<file path="config.mk">
export PLATFORM = sky130hd
export DESIGN_NAME = autoidx_load_unit
export DESIGN_NICKNAME = d
export VERILOG_FILES = /design/src/rtl/aidx_pkg.sv /design/src/rtl/aidx_ctrl.sv /design/src/rtl/aidx_datapath.sv /design/src/rtl/autoidx_load_unit.sv
export SDC_FILE = /design/constraint.sdc
export NUM_CORES = 1
export LEC_CHECK = 0
export ABC_CLOCK_PERIOD_IN_PS = 3950
export BUFFER_PORTS_ARGS = -buffer_cell sky130_fd_sc_hd__buf_4
export CAP_MARGIN = 20
export CORE_MARGIN = 2
export CORE_UTILIZATION = 50
export CTS_BUF_LIST = sky130_fd_sc_hd__clkbuf_8
export DETAILED_ROUTE_END_ITERATION = 16
export GPL_TIMING_DRIVEN = 0
export PLACE_DENSITY = 0.74
export REMOVE_ABC_BUFFERS = 1
export SLEW_MARGIN = 30
export SYNTH_ARGS = -nofsm -noshare
export SYNTH_HDL_FRONTEND = slang
export SYNTH_HIERARCHICAL = 1
export SYNTH_SLANG_ARGS = --single-unit
export TNS_END_PERCENT = 20
</file>
<file path="constraint.sdc">
create_clock -name clk -period 3.95 [get_ports clk]
set_input_delay 0.1975 -clock clk [delete_from_list [all_inputs] [get_ports clk]]
set_output_delay 0.1975 -clock clk [all_outputs]
set_load 0.005 [all_outputs]
</file>
<file path="src/rtl/aidx_pkg.sv">
package aidx_pkg;

  typedef enum logic [1:0] {
    MODE_POST_INC = 2'd0,
    MODE_POST_DEC = 2'd1,
    MODE_PRE_DEC  = 2'd2,
    MODE_RSVD     = 2'd3
  } idxMode_e;

  typedef enum logic [1:0] {
    ST_IDLE   = 2'd0,
    ST_ISSUE  = 2'd1,
    ST_COMMIT = 2'd2
  } seqState_e;

  // strobes from sequencer to datapath
  typedef struct packed {
    logic latchOp;      // take a new request
    logic captureData;  // take read data at end of issue cycle
  } dpStrobe_t;

endpackage

</file>
<file path="src/rtl/aidx_ctrl.sv">
module aidx_ctrl
  import aidx_pkg::*;
(
  input  logic      clk,
  input  logic      rstN,
  input  logic      start,
  input  idxMode_e  mode,
  input  logic      sameIdx,
  output dpStrobe_t strb,
  output logic      memReq,
  output logic      busy,
  output logic      done,
  output logic      dstWe,
  output logic      ptrWe
);

  seqState_e state, stateNext;
  logic      accept;

  assign accept = (state == ST_IDLE) && start && (mode != MODE_RSVD);

  always_comb begin
    stateNext = state;
    unique case (state)
      ST_IDLE:   if (accept) stateNext = ST_ISSUE;
      ST_ISSUE:  stateNext = ST_COMMIT;
      ST_COMMIT: stateNext = ST_IDLE;
      default:   stateNext = ST_IDLE;
    endcase
  end

  always_ff @(posedge clk or negedge rstN) begin
    if (!rstN) state <= ST_IDLE;
    else       state <= stateNext;
  end

  always_comb begin
    strb.latchOp     = accept;
    strb.captureData = (state == ST_ISSUE);
  end

  assign memReq = (state == ST_ISSUE);
  assign done   = (state == ST_COMMIT);
  assign busy   = (state != ST_IDLE);
  assign dstWe  = done;
  assign ptrWe  = done && !sameIdx;

endmodule

</file>
<file path="src/rtl/aidx_datapath.sv">
module aidx_datapath
  import aidx_pkg::*;
#(
  parameter int ADDR_W      = 24,
  parameter int DATA_W      = 32,
  parameter int REG_CNT     = 8,
  parameter int SHORT_IMM_W = 13,
  parameter int UNIT_STEP   = 4,
  localparam int IDX_W      = $clog2(REG_CNT)
) (
  input  logic              clk,
  input  logic              rstN,
  input  dpStrobe_t         strb,
  input  idxMode_e          mode,
  input  logic [1:0]        extCount,
  input  logic [ADDR_W-1:0] extImm,
  input  logic [ADDR_W-1:0] baseVal,
  input  logic [IDX_W-1:0]  dstSel,
  input  logic [IDX_W-1:0]  baseSel,
  input  logic [DATA_W-1:0] memData,
  output logic [ADDR_W-1:0] memAddr,
  output logic [ADDR_W-1:0] ptrData,
  output logic [ADDR_W-1:0] dstData,
  output logic [IDX_W-1:0]  ptrIdx,
  output logic [IDX_W-1:0]  dstIdx,
  output logic              sameIdx
);

  localparam int PAD_W = ADDR_W - SHORT_IMM_W;

  logic [ADDR_W-1:0] step, sumPtr, diffPtr, nextPtr, accAddr;
  logic [ADDR_W-1:0] addrQ, ptrQ, dataQ;
  logic [IDX_W-1:0]  dstIdxQ, baseIdxQ;

  // step size chosen by prefix count
  always_comb begin
    unique case (extCount)
      2'd0:    step = ADDR_W'(UNIT_STEP);
      2'd1:    step = {{PAD_W{1'b0}}, extImm[SHORT_IMM_W-1:0]};
      default: step = extImm;
    endcase
  end

  // modulo 2^ADDR_W arithmetic
  assign sumPtr  = baseVal + step;
  assign diffPtr = baseVal - step;

  always_comb begin
    unique case (mode)
      MODE_POST_INC: begin nextPtr = sumPtr;  accAddr = baseVal; end
      MODE_POST_DEC: begin nextPtr = diffPtr; accAddr = baseVal; end
      MODE_PRE_DEC:  begin nextPtr = diffPtr; accAddr = diffPtr; end
      default:       begin nextPtr = baseVal; accAddr = baseVal; end
    endcase
  end

  always_ff @(posedge clk or negedge rstN) begin
    if (!rstN) begin
      addrQ    <= '0;
      ptrQ     <= '0;
      dstIdxQ  <= '0;
      baseIdxQ <= '0;
    end else if (strb.latchOp) begin
      addrQ    <= accAddr;
      ptrQ     <= nextPtr;
      dstIdxQ  <= dstSel;
      baseIdxQ <= baseSel;
    end
  end

  // upper byte of the word is dropped here
  always_ff @(posedge clk or negedge rstN) begin
    if (!rstN)                 dataQ <= '0;
    else if (strb.captureData) dataQ <= memData[ADDR_W-1:0];
  end

  assign memAddr = addrQ;
  assign ptrData = ptrQ;
  assign dstData = dataQ;
  assign ptrIdx  = baseIdxQ;
  assign dstIdx  = dstIdxQ;
  assign sameIdx = (dstIdxQ == baseIdxQ);

endmodule

</file>
<file path="src/rtl/autoidx_load_unit.sv">
module autoidx_load_unit
  import aidx_pkg::*;
#(
  parameter int ADDR_W      = 24,
  parameter int DATA_W      = 32,
  parameter int REG_CNT     = 8,
  parameter int SHORT_IMM_W = 13,
  parameter int UNIT_STEP   = 4,
  localparam int IDX_W      = $clog2(REG_CNT)
) (
  input  logic              clk,
  input  logic              rstN,
  input  logic              start,
  input  logic [1:0]        mode,
  input  logic [IDX_W-1:0]  dstSel,
  input  logic [IDX_W-1:0]  baseSel,
  input  logic [1:0]        extCount,
  input  logic [ADDR_W-1:0] extImm,
  input  logic [ADDR_W-1:0] baseVal,
  output logic              memReq,
  output logic [ADDR_W-1:0] memAddr,
  input  logic [DATA_W-1:0] memData,
  output logic              busy,
  output logic              done,
  output logic              dstWe,
  output logic [IDX_W-1:0]  dstIdx,
  output logic [ADDR_W-1:0] dstData,
  output logic              ptrWe,
  output logic [IDX_W-1:0]  ptrIdx,
  output logic [ADDR_W-1:0] ptrData
);

  dpStrobe_t strb;
  logic      sameIdx;
  idxMode_e  modeE;

  assign modeE = idxMode_e'(mode);

  aidx_ctrl i_ctrl (
    .clk     (clk),
    .rstN    (rstN),
    .start   (start),
    .mode    (modeE),
    .sameIdx (sameIdx),
    .strb    (strb),
    .memReq  (memReq),
    .busy    (busy),
    .done    (done),
    .dstWe   (dstWe),
    .ptrWe   (ptrWe)
  );

  aidx_datapath #(
    .ADDR_W      (ADDR_W),
    .DATA_W      (DATA_W),
    .REG_CNT     (REG_CNT),
    .SHORT_IMM_W (SHORT_IMM_W),
    .UNIT_STEP   (UNIT_STEP)
  ) i_dp (
    .clk      (clk),
    .rstN     (rstN),
    .strb     (strb),
    .mode     (modeE),
    .extCount (extCount),
    .extImm   (extImm),
    .baseVal  (baseVal),
    .dstSel   (dstSel),
    .baseSel  (baseSel),
    .memData  (memData),
    .memAddr  (memAddr),
    .ptrData  (ptrData),
    .dstData  (dstData),
    .ptrIdx   (ptrIdx),
    .dstIdx   (dstIdx),
    .sameIdx  (sameIdx)
  );

endmodule

</file>
Yosys cells after proc, flatten, opt, wreduce, memory -nomap -nowiden:

Cells that the tools add are included.
W data, S select, Z words.

* flip-flop bits (word level): 80
* bits in latches: 0
* RAM bits: 0
* bits in read-only memories: 0
* input bits: 93
* output and inout bits: 83
* memories kept: 0

* $add $sub $neg: 2
* $mul: 0
* div/mod/pow operators: 0
* $lt $le $gt $ge: 0
* equal/unequal tests: 8
* shift-type cells: 0
* mux-type cells: 5
* bitwise logic cells: 0
* reductions and logical operators: 9

Operators with widths (count)
* $pmux W24 S2: 2
* $add A24 B24 Y24: 1
* $mux W24: 1
* $sub A24 B24 Y24: 1
* $eq A2 B1 Y1 const B: 3
* $logic_not A2 Y1: 3
* $eq A2 B2 Y1 const B: 2
* $pmux W2 S2: 1
* $eq A3 B3 Y1: 1
* $logic_and A1 B1 Y1: 3
* $mux W2: 1
* $ne A2 B1 Y1 const B: 1
* $ne A2 B2 Y1 const B: 1
* $reduce_bool A2 Y1: 1
* $reduce_or A2 Y1: 1
* $logic_not A1 Y1: 1

Logic depth before layout (Yosys ltp):

Gate-level depths: netlist (run 1).

* depth after elaboration: 5
* mapped depth: 13
* depth with buffers taken out: 12

Cells and area by module:

Netlist (run 1), hierarchy kept.

Modules (own cells, without submodules)
* aidx_datapath: times used 1, cells an instance 743, area an instance 6389.9 µm², sequential area each 1951.9 µm²
* aidx_ctrl: times used 1, cells an instance 13, area an instance 126.4 µm², sequential area each 50.0 µm²

Worst setup path before layout (run 1):

OpenSTA, ideal clock, no wires.

* path kind: input to register
* start point: input port extCount[1]
* end point: register i_dp.ptrQ[16] (netlist: i_dp/ptrData[16])
* library setup time: 0.127 ns
* arrival time: 3.168 ns
* required time: 3.823 ns
* path slack: 0.655 ns
* stages: 13
* path buffers: 1
* path through: or2_2 clkbuf_1 and2_1 ha_1 fa_1 o21ba_1 a2111o_1 a21oi_4 a311oi_4 o31ai_2 xnor2_1 a221oi_1 nor2_1

* longest elaborated chain between the ends: 4
* elaborated cells on any way between the ends: 6
* those cells by class: add/sub (2); eq/ne (1); mux (2); reduce/logical (1)

RTL lines
* start, declared: RTL line autoidx_load_unit.sv:17 `input logic [1:0] extCount,`
* $eq A2 B1 Y1 or $logic_not A2 Y1 (tied branches): RTL line aidx_datapath.sv:37 `unique case (extCount)`
* $pmux W24 S2 *: RTL line aidx_datapath.sv:37
* $sub A24 B24 Y24 or $add A24 B24 Y24 (tied branches): RTL line aidx_datapath.sv:46, aidx_datapath.sv:45
* $pmux W24 S2 *: RTL line aidx_datapath.sv:49 `unique case (mode)`
* end signal, assigned: RTL line aidx_datapath.sv:65 `ptrQ <= nextPtr;`
* end, declared: RTL line aidx_datapath.sv:32 `logic [ADDR_W-1:0] addrQ, ptrQ, dataQ;`

Every way passes the cells marked *; elsewhere a longest branch is shown, timed or not.
A chain may end at the register's enable or synchronous reset.

Worst setup path after layout (run 1):

* start point: input port extCount[1]
* end point: register i_dp.ptrQ[22] (netlist: i_dp/ptrData[22])

The elaborated chain is that of the path after synthesis.

==> results of run 1 <==
cells in the mapped netlist (all sizes together), types with 7 or more instances:
cell type,number
ha,52
o221ai,9
xnor2,24
xor2,10
inv,64
a21oi,69
nand4,7
o22ai,8
buf,10
nand2,42
nand3,12
nor2,63
dfrtp,80
a31oi,10
nor3,9
and2,15
nand3b,9
o21a,7
a21o,10
nand2b,12
o211ai,8
nor2b,12
mux2i,9
o21ai,41
mux2,45
clkbuf,38
final timing paths:
path	endpoint	slack, ps	cells after the start
setup / recovery	i_dp/ptrData[22]$_DFFE_PN0P_	480	13
hold / removal	i_dp/dstData[22]$_DFFE_PN0P_	50	2
setup reg to reg	i_dp/ptrData[12]$_DFFE_PN0P_	1140	7
hold reg to reg	i_dp/ptrData[3]$_DFFE_PN0P_	490	1
max in group asynchronous	i_dp/ptrIdx[2]$_DFFE_PN0P_	3020	2
min in group asynchronous	i_dp/ptrIdx[0]$_DFFE_PN0P_	440	2
area by class of cell:
type	instances	area [um2]	share of cell area [%]
clock buffers	10	138	1.69
clock inverters	6	72.6	0.894
flip-flops and latches	80	2000	24.6
multi-input cells	562	4090	50.4
repair buffers	174	1360	16.7
well taps	172	215	2.65
inverters	66	248	3.05
what timing repair did:
item	4_1_cts	5_1_grt
hold buffers	1	0
setup buffers	0	0
endpoints found under the hold margin	80	0
gates resized for setup	0	0
stage by stage:
step / setup TNS [ps] / instance area (um2) / setup WS, ps / hold slack (ps) / std cells
3_3_place_gp: -311780 / 7780 / -8250 / 414 / 1047
4_1_cts: 0 / 8120 / 525 / 36.0 / 1070
3_5_place_dp: 0 / 7900 / 128 / 304 / 1053
2_1_floorplan: -157890 / 6310 / -4090 / -98.1 / 708
5_1_grt: 0 / 8120 / 332 / 33.6 / 1070
6_report: 0 / 8120 / 482 / 51.5 / 1070
where the power goes:
group          switching (mW)  internal (mW)
sequential              0.143           1.06
combinational           0.681          0.766
clock                   0.346          0.320
layout by cell type (no fill, tap or decap), types with 10 or more instances in the layout:
master    Yosys  final
xnor2_1      24     24
inv_1        63     63
mux2_2       45     45
nor2_1       63     63
a21o_1       10     10
xor2_1       10     10
a31oi_1      10     10
clkbuf_8      0     10
o21ai_0      30     30
nand2b_1     12     12
ha_1         52     49
and2_1       15     15
buf_4         3    166
o21ai_1      11     11
nand2_1      42     42
a21oi_1      68     68
nor2b_1      12     11
nand3_1      12     12
dfrtp_1      80     80
state kept, by name, summed over array words and instances (netlist names):
signal and flops:
i_dp/dstIdx 3, i_dp/dstData 24, i_dp/memAddr 24, i_ctrl/state 2, i_dp/ptrIdx 3, i_dp/ptrData 24
routing by layer:
metal	wire length (um)	share of wire [%]	global-route usage (%)	vias up
li1	-	-	-	2948
met1	8810	46	39.7	2979
met2	8830	46	44.3	256
met3	1340	6.9	4.15	23
met4	284	1.5	8.06	0
met5	0	0	0	-
cells by family after synthesis:
group,after synthesis,share of synthesized area (%)
DFF,80,30.7
muxes,54,9.16
buffers and inverters,114,6.91
AOI/OAI and AO/OA,217,22.5
xor gates and xnor gates,34,4.57
adders and majority gates,54,10.6
and+or+nand+nor,203,15.5
==> summary by stage, run 1 <==
Placement
Input and output buffers added on the ports amount to around 170. Routability-driven placement finished with a final weighted congestion of 0.917. Detailed placement finished with a half-perimeter wire length of approximately 14000 um.

CTS
Clock tree synthesis selected as its root buffer the cell clkbuf_8. The later pin in the worst-skew pair is clocked with a latency of roughly 380 ps. The post-CTS clock slew at the launch and capture registers of the worst setup and hold paths is 90 ps. The total number of H-tree levels is 3. The clock tree from TritonCTS is built. Clock tree synthesis inserted a total of 9 buffers.

The sink count of the clock tree is 80. The maximum number of buffers from clock root to sink is 2.

Cells and area
Compared with the post-synthesis result, the final layout area differs by 24.6%. The net count of the finished layout is ~1000. In the final layout, the share of cells above drive strength 1 is around 29%. The count of antenna diodes in the layout is 0. The number of filler cells placed in the layout is around 1100.

Once layout is complete, the utilization of the core stands at ~64%.

Worst setup path
In this run the critical register-to-register path is launched from i_ctrl/state[1]$_DFFE_PN0P_. Grouping stages by cell kind, the critical path spends the most delay in compound AO/OA/AOI/OAI gates. The number of buffer and inverter instances along the worst setup path is 1.

The worst setup path is of the in2reg kind. The maximum fanout count along the critical path is 13. The worst setup path is captured at a register.

Among all stages on the critical path, the largest delay is contributed by a2111o_1. The largest single stage delay on the critical path is between 400 and 500 ps. Traced cell by cell, the critical path runs through buf_4 > or2_2 > and2_1 > ha_1 > fa_1 > o21ba_1 > a2111o_1 > a21oi_4 > a311oi_4 > o211ai_2 > a41oi_2 > xor2_1 > o221ai_1.

The required time of the worst setup path is 4240 ps. The startpoint of the most critical setup path is extCount[1]. STA puts the critical path data arrival time at 3760 ps. The worst setup path is launched from an input pin.

Flow run
Max-cap violations in this run came to 0.

Global route
Entering global routing, the biggest net connects a little over 80 pins. The first-pass GRT wire length is around 31000 um. The via count of the first global-routing pass is 5927. The remaining global-route overflow is 0.

Global routing used approximately 28% of the available tracks across all layers. The initial antenna violation count is 0.

Synthesis
Synthesis produced between 700 and 800 cells. The count of flip-flops with a built-in enable after synthesis is 0. The synthesized netlist occupies a cell area of about 6500 um2. The most used flip-flop cell after synthesis is dfrtp_1. The total of flip-flops plus latches after synthesis is 80. The dominant cell type by area after synthesis is dfrtp_1. The async set-reset flop share out of synthesis is 100%.

After synthesis, the largest area contributor takes up a little over 30% of total cell area. Ranked by total cell area, the synthesized netlist is headed by dfrtp_1 31%, ha_1 10%, mux2_2 7.8%. The mean cell area of the mapped netlist is around 8.6 um2. The number of warnings reported in the yosys synthesis log is 6. The proportion of synthesized chip area in sequential cells is just over 30%.

The number of distinct library cell variants in the gate-level netlist after synthesis is 74.

STA
The smallest clock period supported by the final layout is computed as between 3000 and 4000 ps. Setup violations remaining at the end of the flow were counted as 0. The worst pin sits at a relative slew slack of about two fifths.

The upper clock frequency limit is between 0.2 and 0.3 GHz. The number of endpoints with negative hold slack in the final report was 0. After layout, the worst path uses a little under 90% of the clock period. The number of slew-limit violations in the final report is 0. Setup repair after global routing left no endpoint under its margin.

The transition time of the tightest slew-check pin is 905 ps. The final worst clock skew is 19.0 ps.

Detailed routing
The number of DRC violations after detailed routing is 0. The via density per instance is 5.80. For this block, the initial DRC count from the detailed router was ~410. In the final routed layout, each cell accounts on average for between 15 and 20 um. Once detail routing completed, the nets flagged for antenna violations numbered 0.

The routed design has between 15000 and 20000 um of wire. The routed layout has slightly above 6000 vias. The detailed-routing iteration count for the pre-antenna-repair pass is 5.

Die
Measured along the y axis, the die boundary spans roughly 120 um. In this run the horizontal extent of the chip is around 120 um. The initialized floorplan defines slightly above 40 standard-cell rows.

The die outline area is about 14000 um2. The initial standard-cell utilization of the core is about 50%. The core region is around 13000 um2.

The I/O pin count is 176.

Power
The maximum ir drop on the vdd rail is between 0.2 and 0.25 mV. The total power per unit cell area is between 400 and 500 nW/um2. The leakage power is about 3.7 nW. After layout, the design draws a total of 3.31 mW.

Worst hold path
The min-delay analysis places its worst path in the category in2reg. The worst hold path begins at memData[22].

Outcome
The run finished with clean final reports.
No activity file was read; power rests on OpenSTA's default activity.
==> inputs of run 2 (changes only) <==
- ABC_AREA: unset -> 1
- PLACE_DENSITY: 0.74 -> 0.72
==> run 2 against run 1 <==
Combinational power barely moved. Total power fell by 2.4%. Sequential power fell by 3%. Design area rose by 8.2%. Clock skew fell by 5.9 ps. First-iteration DRC count rose by 31%. Die area rose by 11%. Worst hold slack got worse by 34 ps. Clock power fell by 5.3%. Critical path type unchanged. Largest power group unchanged. Area after synthesis rose by 12%.
==> summary by stage, run 2 <==
Power
The net switching fraction of the power is 38.1% (+2.8 points). The total power per unit cell area came to 368 nW/um2 (-9.8%). The clock network fraction of total power was 19.5% (-0.6 points).

The part of the total power dissipated in combinational logic is 44.5% (+0.8 points). The leakage power is 4.97 nW (+33%). The net load switching power is 1.23 mW (+5.3%). The part of the power in registers is 36.0% (-0.3 points). The maximum ir drop on the vdd rail was 0.196 mV (-2.0%).

The internal power summed over all cells is 2.00 mW (-6.7%).

Detailed routing
The count of nets left with antenna violations after detail routing came to 0 (unchanged). The detailed-route wire length is 23200 um (+20%). The average wire per standard cell came to 15.8 um (-12%).

The number of DRC violations after detailed routing is 0 (unchanged). The count of routing violations after the opening detailed-route iteration is 543 (+31%). The detailed-routing iteration count for the pre-antenna-repair pass is 5 (unchanged). The via density per instance was 5.16 (-11%). The via count of the routed design is 7581 (+22%).

CTS
The maximum number of buffers from clock root to sink came to 2 (unchanged). The post-CTS resize count is 0 (unchanged). The clock tree root driver cell is clkbuf_8.

The clock latency of the later-clocked register in the worst-skew pair is 370 ps (about the same). The post-CTS clock slew at the launch and capture registers of the worst setup and hold paths is 90 ps (about the same). The sink count of the clock tree was 80 (unchanged). The total number of H-tree levels is 3 (unchanged). TritonCTS built the clock tree.

The number of buffers created by CTS came to 9 (unchanged).

Die
The number of cell rows is 44 (+7.3%). The die extent in x was 125 um (+5.5%). The initial standard-cell utilization of the core came to 50.7% (-0.73 points). The die outline area is 15600 um2 (+11%).

The floorplan core area is 14400 um2 (+13%). The die boundary height is 125 um (+5.5%). The I/O pin count is 176 (unchanged).

Global route
The largest net degree at the start of global routing came to 81 (unchanged). The remaining global-route overflow is 0 (unchanged). The first-pass GRT wire length came to 37300 um (+19%).

The all-layer global routing usage is 30.1% (+2.1 points). The via count of the first global-routing pass came to 7122 (+20%). The initial antenna violation count is 0 (unchanged).

STA
The post-route fraction of the period consumed by the critical path is 70.2% (-18 points). The number of slew-limit violations in the final report is 0 (unchanged). The number of setup violations in the final report is 0 (unchanged).

The final critical-path setup slack is 1180 ps (+696 ps). The transition time of the tightest slew-check pin was 810 ps (-94.9 ps). The upper clock frequency limit is 0.361 GHz (+25%).

Setup repair after global routing left no endpoint under its margin. The final worst clock skew is 13.1 ps (-5.87 ps). The number of endpoints with negative hold slack in the final report is 0 (unchanged). The max-slew headroom at the worst pin is 46.0% (+7.9 points). The minimum clock period is 2770 ps (-696 ps).

Placement
The worst-case setup slack after placement was 713 ps (+584 ps). The routability-driven placement congestion ratio is 0.967 (+5.5%). The final HPWL from detailed placement is 17900 um (+24%).

The number of buffers inserted by port buffering came to 167 (unchanged).

Worst setup path
The worst register-to-register path begins at i_ctrl/state[1]$_DFFE_PN0P_. The depth of the worst register-to-register path is 7 (unchanged). In this design, the critical path's most frequently occurring cell is nand2_1. The highest cell delay on the worst timing path is 490 ps (about the same). Traced cell by cell, the critical path runs through buf_4 > nor2_1 > inv_1 > nand2_1 > inv_1 > ha_1 > nand2_1 > nor2_2 > nand2_1 > a21oi_1 > o21ai_0 > nand3_1 > nand3_1 > nand2_1 > nand2_1. The maximum fanout count along the critical path is 12 (-1).

The arrival time reported for the critical path endpoint is 3030 ps (-730 ps). The required time of the worst setup path came to 4200 ps (-40 ps). The worst setup path is of the in2reg kind. The register-to-register setup slack is 1840 ps (+700 ps). In this run the critical register-to-register path is captured at i_dp/memAddr[3]$_DFFE_PN0P_.

The kind of start point of the critical path is an input pin. The critical path capture point type is a register. The slowest stage of the critical path is the ha_1 cell.

Cells and area
The number of nets in the final layout is 1426 (+37%). The count of antenna diodes in the layout came to 0 (unchanged). The top cell types in the final layout, fill and taps aside, are 391 x nand2_1, 166 x buf_4, 157 x inv_1. Leaving out fill and tap cells, the most frequent cell in the layout is nand2_1. The end-of-flow core utilization came to 61.2% (-2.9 points).

The layout cell share with drive strength beyond 1 is 19.5% (-9.1 points). The area growth from synthesis to layout is 20.6%.

Synthesis
Sorting the synthesized cells by how often they occur yields 391 x nand2_1, 156 x inv_1, 99 x nor2_1. The proportion of synthesized chip area in sequential cells is 27.5% (-3.2 points). The number of warnings reported in the yosys synthesis log is 6 (unchanged). The netlist area before placement was 7280 um2 (+12%).

The most common cell in the synthesized netlist is nand2_1. The portion of synthesized cell area occupied by the leading cell type is 27.5% (-3.2 points). The mean cell area of the mapped netlist is 6.40 um2 (-26%). The number of distinct library cell variants in the gate-level netlist after synthesis came to 38 (-49%). Ranked by total cell area, the synthesized netlist is headed by dfrtp_1 27%, nand2_1 20%, ha_1 8.9%. The commonest register cell after synthesis is dfrtp_1. The total of flip-flops plus latches after synthesis is 80 (unchanged). The async set-reset flop share out of synthesis is 100% (unchanged). The count of flip-flops with a built-in enable after synthesis came to 0 (unchanged). The cell count after synthesis came to 1138 (+51%). The dominant cell type by area after synthesis is dfrtp_1.

Worst hold path
The launch point of the worst hold path is dstSel[2]. The path class of the tightest hold or removal check is in2reg. The endpoint with the worst hold slack is i_dp/dstIdx[2]$_DFFE_PN0P_. The number of cells on the worst hold path is 3 (+1).

Flow run
The number of max-capacitance violations reported is 0 (unchanged).

Outcome
The run finished with clean final reports.
run 2: cell type report:
type / count / area [um2]
well taps: 184 / 230
clock buffers: 9 / 124
inverters: 168 / 634
repair buffers: 169 / 1290
clock inverters: 7 / 71.3
fillers: 1466 / 5580
flip-flops and latches: 80 / 2000
multi-input cells: 851 / 4430
run 2: what timing repair did:
action	CTS	global route
buffers inserted	0	0
hold endpoints to repair	80	0
endpoints found under the setup margin	0	0
hold buffers	1	0
run 2: worst max-delay path: cells and delay by family:
kind / cells / cell delay, ps
compound gates: 2 / 460
fa+ha+maj: 1 / 490
buf+inv: 3 / 540
simple gates: 9 / 1320
run 2: cell families after synthesis:
group,synth area share (%)
buffers and inverters,12.0
and+or+nand+nor,35.6
xor gates and xnor gates,1.80
DFF,27.5
adders and majority gates,9.48
AOI/OAI and AO/OA,9.98
muxes,3.71
run 2: metal layers:
layer	routed length, um	global-route usage, %
met3	1340	3.44
met2	10600	48.2
met5	0	0
met1	10900	42.9
met4	333	9.32
run 2: per-stage QoR:
stage / cell area [um2] / instances / total power [mW] / TNS [ps] / hold slack, ps
after floorplan: 7040 / 1099 / 1.92 / 0 / -98.1
after global placement: 8530 / 1450 / 2.58 / -16550 / 397
after detailed placement: 8580 / 1451 / 2.61 / 0 / 288
after CTS: 8780 / 1468 / 3.26 / 0 / 2.29
after global routing: 8790 / 1468 / 3.48 / 0 / 24.7
final: 8790 / 1468 / 3.23 / 0 / 17.7
run 2: power groups by stage:
stage	Sequential, mW	Combinational, mW	Clock [mW]
6_report	1.16	1.44	0.630
5_1_grt	1.20	1.60	0.678
4_1_cts	1.17	1.44	0.649
3_5_place_dp	1.18	1.43	0
3_3_place_gp	1.17	1.41	0
2_1_floorplan	1.19	0.727	0
run 2: worst max-delay path by stage:
stage	start	to	slack (ps)	depth (start not counted)
2_1_floorplan	i_ctrl/state[1]$_DFFE_PN0P_	i_dp/memAddr[3]$_DFFE_PN0P_	1210	7
3_3_place_gp	i_ctrl/state[1]$_DFFE_PN0P_	i_dp/memAddr[3]$_DFFE_PN0P_	-520	7
3_5_place_dp	mode[0]	i_dp/memAddr[14]$_DFFE_PN0P_	710	6
4_1_cts	mode[0]	i_dp/memAddr[14]$_DFFE_PN0P_	1090	6
5_1_grt	extCount[1]	i_dp/ptrData[13]$_DFFE_PN0P_	920	15
6_report	extCount[1]	i_dp/ptrData[13]$_DFFE_PN0P_	1180	15
